$ cat config.mk
export PLATFORM = sky130hd
export DESIGN_NAME = rv64_int_alu
export DESIGN_NICKNAME = d
export VERILOG_FILES = /design/src/rtl/rv64_alu_pkg.sv /design/src/rtl/rv64_alu_decode.sv /design/src/rtl/rv64_alu_shift.sv /design/src/rtl/rv64_alu_exec.sv /design/src/rtl/rv64_int_alu.sv
export SDC_FILE = /design/constraint.sdc
export NUM_CORES = 1
export LEC_CHECK = 0
export ABC_AREA = 1
export BUFFER_PORTS_ARGS = -buffer_cell sky130_fd_sc_hd__buf_2
export CORE_UTILIZATION = 42
export DETAILED_ROUTE_END_ITERATION = 7
export GPL_TIMING_DRIVEN = 0
export PLACE_DENSITY_LB_ADDON = 0.3
export RECOVER_POWER = 50
export REMOVE_ABC_BUFFERS = 1
export SLEW_MARGIN = 20
export SYNTH_ARGS = -nofsm -noshare
export SYNTH_HDL_FRONTEND = slang
export SYNTH_SLANG_ARGS = --single-unit
$ cat constraint.sdc
create_clock -name vclk -period 18.45
set_input_delay 2.7675 -clock vclk [all_inputs]
set_output_delay 2.7675 -clock vclk [all_outputs]
set_load 0.03 [all_outputs]
$ cat src/rtl/rv64_alu_pkg.sv
package rv64_alu_pkg;

  localparam logic [6:0] OPC_REG    = 7'h33;
  localparam logic [6:0] OPC_IMM    = 7'h13;
  localparam logic [6:0] OPC_REG_W  = 7'h3B;
  localparam logic [6:0] OPC_IMM_W  = 7'h1B;
  localparam logic [6:0] OPC_UPPER  = 7'h37;
  localparam logic [6:0] OPC_PCREL  = 7'h17;

  localparam int WORD_W = 32;

  typedef enum logic [3:0] {
    ALU_ADD,
    ALU_SUB,
    ALU_SHL,
    ALU_LT_S,
    ALU_LT_U,
    ALU_XOR,
    ALU_SHR_L,
    ALU_SHR_A,
    ALU_OR,
    ALU_AND,
    ALU_PASS_B
  } alu_op_e;

endpackage

$ cat src/rtl/rv64_alu_decode.sv
module rv64_alu_decode
  import rv64_alu_pkg::*;
#(
  parameter int XLEN = 64
) (
  input  logic [31:0]     insn_i,
  input  logic [XLEN-1:0] pc_i,
  input  logic [XLEN-1:0] rs1_val_i,
  input  logic [XLEN-1:0] rs2_val_i,
  output alu_op_e         op_o,
  output logic            word_o,
  output logic [XLEN-1:0] opa_o,
  output logic [XLEN-1:0] opb_o
);

  logic [6:0]      opcode;
  logic [2:0]      fn3;
  logic            alt;
  logic [XLEN-1:0] imm_short;
  logic [XLEN-1:0] imm_upper;
  logic            unused_rd;

  assign opcode    = insn_i[6:0];
  assign fn3       = insn_i[14:12];
  assign alt       = insn_i[30];
  assign imm_short = {{(XLEN-12){insn_i[31]}}, insn_i[31:20]};
  assign imm_upper = {{(XLEN-32){insn_i[31]}}, insn_i[31:12], 12'b0};
  assign unused_rd = ^insn_i[11:7];

  function automatic alu_op_e map_fn3(input logic [2:0] f, input logic sub_ok,
                                      input logic alt_bit);
    alu_op_e r;
    case (f)
      3'b000:  r = (sub_ok && alt_bit) ? ALU_SUB : ALU_ADD;
      3'b001:  r = ALU_SHL;
      3'b010:  r = ALU_LT_S;
      3'b011:  r = ALU_LT_U;
      3'b100:  r = ALU_XOR;
      3'b101:  r = alt_bit ? ALU_SHR_A : ALU_SHR_L;
      3'b110:  r = ALU_OR;
      default: r = ALU_AND;
    endcase
    return r;
  endfunction

  always_comb begin
    op_o   = ALU_PASS_B;
    word_o = 1'b0;
    opa_o  = rs1_val_i;
    opb_o  = '0;
    case (opcode)
      OPC_REG: begin
        op_o  = map_fn3(fn3, 1'b1, alt);
        opb_o = rs2_val_i;
      end
      OPC_IMM: begin
        op_o  = map_fn3(fn3, 1'b0, alt);
        opb_o = imm_short;
      end
      OPC_REG_W, OPC_IMM_W: begin
        if (fn3 == 3'b000 || fn3 == 3'b001 || fn3 == 3'b101) begin
          op_o   = map_fn3(fn3, opcode == OPC_REG_W, alt);
          word_o = 1'b1;
          opb_o  = (opcode == OPC_REG_W) ? rs2_val_i : imm_short;
        end
      end
      OPC_UPPER: begin
        opb_o = imm_upper;
      end
      OPC_PCREL: begin
        op_o  = ALU_ADD;
        opa_o = pc_i;
        opb_o = imm_upper;
      end
      default: ;
    endcase
  end

endmodule

$ cat src/rtl/rv64_alu_shift.sv
module rv64_alu_shift
  import rv64_alu_pkg::*;
#(
  parameter int XLEN = 64,
  localparam int SHW = $clog2(XLEN)
) (
  input  logic [XLEN-1:0] val_i,
  input  logic [SHW-1:0]  amt_i,
  input  logic            word_i,
  input  logic            left_i,
  input  logic            arith_i,
  output logic [XLEN-1:0] res_o
);

  logic [XLEN-1:0] src;
  logic [XLEN-1:0] prep;
  logic [SHW-1:0]  amt;
  logic            fill;
  logic [XLEN-1:0] stage [SHW+1];

  always_comb begin
    if (word_i) begin
      src = arith_i ? {{(XLEN-WORD_W){val_i[WORD_W-1]}}, val_i[WORD_W-1:0]}
                    : {{(XLEN-WORD_W){1'b0}}, val_i[WORD_W-1:0]};
      amt = {1'b0, amt_i[SHW-2:0]};
    end else begin
      src = val_i;
      amt = amt_i;
    end
  end

  always_comb begin
    for (int i = 0; i < XLEN; i++) begin
      prep[i] = left_i ? src[XLEN-1-i] : src[i];
    end
  end

  assign fill     = arith_i & ~left_i & prep[XLEN-1];
  assign stage[0] = prep;

  for (genvar k = 0; k < SHW; k++) begin : g_stage
    localparam int STEP = 1 << k;
    assign stage[k+1] = amt[k] ? {{STEP{fill}}, stage[k][XLEN-1:STEP]} : stage[k];
  end

  always_comb begin
    for (int i = 0; i < XLEN; i++) begin
      res_o[i] = left_i ? stage[SHW][XLEN-1-i] : stage[SHW][i];
    end
  end

endmodule

$ cat src/rtl/rv64_alu_exec.sv
module rv64_alu_exec
  import rv64_alu_pkg::*;
#(
  parameter int XLEN = 64,
  localparam int SHW = $clog2(XLEN)
) (
  input  alu_op_e         op_i,
  input  logic            word_i,
  input  logic [XLEN-1:0] opa_i,
  input  logic [XLEN-1:0] opb_i,
  output logic [XLEN-1:0] res_o
);

  logic            is_sub;
  logic [XLEN-1:0] sum;
  logic [XLEN-1:0] shifted;
  logic [XLEN-1:0] raw;

  assign is_sub = (op_i == ALU_SUB);
  assign sum    = opa_i + (is_sub ? ~opb_i : opb_i) + {{(XLEN-1){1'b0}}, is_sub};

  rv64_alu_shift #(.XLEN(XLEN)) i_shift (
    .val_i   (opa_i),
    .amt_i   (opb_i[SHW-1:0]),
    .word_i  (word_i),
    .left_i  (op_i == ALU_SHL),
    .arith_i (op_i == ALU_SHR_A),
    .res_o   (shifted)
  );

  always_comb begin
    case (op_i)
      ALU_ADD, ALU_SUB:            raw = sum;
      ALU_SHL, ALU_SHR_L, ALU_SHR_A: raw = shifted;
      ALU_LT_S: raw = {{(XLEN-1){1'b0}}, $signed(opa_i) < $signed(opb_i)};
      ALU_LT_U: raw = {{(XLEN-1){1'b0}}, opa_i < opb_i};
      ALU_XOR:  raw = opa_i ^ opb_i;
      ALU_OR:   raw = opa_i | opb_i;
      ALU_AND:  raw = opa_i & opb_i;
      default:  raw = opb_i;
    endcase
  end

  assign res_o = word_i ? {{(XLEN-WORD_W){raw[WORD_W-1]}}, raw[WORD_W-1:0]} : raw;

endmodule

$ cat src/rtl/rv64_int_alu.sv
module rv64_int_alu
  import rv64_alu_pkg::*;
#(
  parameter int XLEN = 64
) (
  input  logic [31:0]     insn_i,
  input  logic [XLEN-1:0] pc_i,
  input  logic [XLEN-1:0] rs1_val_i,
  input  logic [XLEN-1:0] rs2_val_i,
  output logic [XLEN-1:0] rd_val_o
);

  alu_op_e         op;
  logic            word;
  logic [XLEN-1:0] opa;
  logic [XLEN-1:0] opb;

  rv64_alu_decode #(.XLEN(XLEN)) i_decode (
    .insn_i    (insn_i),
    .pc_i      (pc_i),
    .rs1_val_i (rs1_val_i),
    .rs2_val_i (rs2_val_i),
    .op_o      (op),
    .word_o    (word),
    .opa_o     (opa),
    .opb_o     (opb)
  );

  rv64_alu_exec #(.XLEN(XLEN)) i_exec (
    .op_i   (op),
    .word_i (word),
    .opa_i  (opa),
    .opb_i  (opb),
    .res_o  (rd_val_o)
  );

endmodule

==> impl_metrics.toml <==
[final_layout]
seq_cells = 0
final_area_um2 = 20300
drive_gt1_frac = 0.109
fin_cells = 4142
area_delta_synth_final_pct = 10.5
utilization = 0.471
final_nets = 4038
num_antenna_cells = 0
clock_buffers = 0
seqCellArea_um2 = 0

[flow_run]
cap_violations = 3

[clocking]
ctsHoldBuffers = 0
post_cts.resized_instances = 0
post_cts_buffers = 0

[route]
wl_per_cell_um = 22.6
drtPass1Iterations = 8
wl_um = 93700
drtAntennaViolNets = 0
drtIter0Drc = 3580
num_vias = 24800
viasPerCell = 5.99
drc = 2

[synth]
synth_top_area_share = 0.213
synth_common_cells = "nand3_1, nand2_1, inv_1, ha_1, nor2_1"
yosys_warnings = 0
seq_area_frac_synth = 0
synth_area_um2 = 18400
synth_area_leaders = "nand3_1, ha_1, nand2_1, inv_1, a21oi_1"
yosysTopAreaCell = "nand3_1"
yosysMostFrequentCell = "nand3_1"
synth_cells = 3438
yosysUniqueCellTypes = 49
syn_avg_cell_area_um2 = 5.34

[floorplanning]
die_width_um = 211
initial_core_util = 0.426
ios = 288
rows = 76
core-area_um2 = 43100
die-area_um2 = 44600
die_y_um = 211

[timing]
worstMarginPinSlew_ns = 2.18
post-route-period-util = 0.820
slew_violations = 149
finalCriticalPeriod_ns = 15.12
rsz0062_at_grt = "no"
fmax_ghz = 0.0661
setup_viol_count_final = 0
finalHoldViolations = 0
relSlewSlack = -0.457

[placement]
dp_hpwl_um = 76400
port_buffers = 283
dpl.cell_count = 4142
globalplace.congestion = 1.07
place_area_um2 = 20300

[setup_path]
startpoint_type = "primary input"
endpoint_kind = "output port"
worstPathRequired_ns = 15.68
criticalPathCategory = "primary input to output port"
arrival_ns = 12.36
critPathMaxFanout = 130

[grt]
grt_pass1_wl_um = 135000
overflow = 0
grt_pass1_vias = 22100
grt_max_degree = 131
antenna_found_initial = 3
grt_usage = 0.402

[pwr]
p_leak_nw = 10.9
ir_drop_mv = 0.00909
powerDensity_nw_per_um2 = 16.8

[min_path]
min_path_type = "primary input to output port"

[run_status]
violations = "design-rule violations, max-capacitance violations, max-slew violations"
status = "finished with violations"
[kinds of logic after synthesis]
logic type | share of synthesized area
compound gates | 0.192
xor+xnor | 0.0358
fa+ha+maj | 0.174
buf+inv | 0.129
simple gates | 0.469
[placed cells by master, fill, tap and decap left out, drive strengths merged, types with 34 or more instances in the layout]
cell,instances
a211oi,41
a21oi,190
buf,283
ha,254
inv,398
nand2,810
nand3,783
nand4,38
nor2,204
o21ai,212
o22ai,34
xor2,68
[through the flow]
step | setup TNS (ns) | setup WS [ns] | power, mW | hold WS, ns
after floorplan | 0 | 5.38 | 0.205 | 6.06
after global placement | -1.10 | -0.812 | 0.322 | 6.21
after detailed placement | 0 | 4.78 | 0.327 | 6.23
after CTS | 0 | 4.75 | 0.328 | 6.23
after global routing | 0 | 2.81 | 0.367 | 6.29
final | 0 | 3.33 | 0.340 | 6.26
[worst max-delay path, stage by stage]
cell,delay [ns]
buf_2,0.13
inv_2,0.04
nand2_2,0.11
nor2_2,0.09
nand2_8,0.50
nand3_1,0.16
nand3_1,0.25
nand2_1,0.40
inv_1,1.57
nand3_1,0.18
nand2_1,1.64
nand3_1,0.30
nand2_1,0.25
nand2_1,0.17
nand2_1,0.79
nand3_1,0.24
nand2_1,0.25
a21oi_2,0.13
nand2_2,0.15
nand3_1,1.39
nand2_2,0.35
clkbuf_1,0.36
[worst paths after layout]
| check | from | slack (ns) | end | cells after the start |
|---|---|---|---|---|
| max | insn_i[6] | 3.33 | rd_val_o[55] | 22 |
| min | rs2_val_i[26] | 6.26 | rd_val_o[26] | 5 |
[cell type report]
| class | count | area (µm²) |
|---|---|---|
| multi-input cells | 2844 | 16100 |
| well taps | 585 | 732 |
| repair buffers | 309 | 1920 |
| inverters | 404 | 1530 |
| fillers | 4979 | 22800 |
[metal layers]
metal  track usage  part of all wire  up-vias
li1              -                 -    11900
met1         0.532              0.41    11300
met2         0.608              0.41     1382
met3        0.0883              0.11      212
met4         0.206             0.059        2
met5             0           0.00012        -
[report_power, final]
part / total, mW / internal, mW / switching, mW
Sequential: 0 / 0 / 0
Clock: 0 / 0 / 0
Combinational: 0.340 / 0.105 / 0.235
No activity file was read; power rests on OpenSTA's default activity.
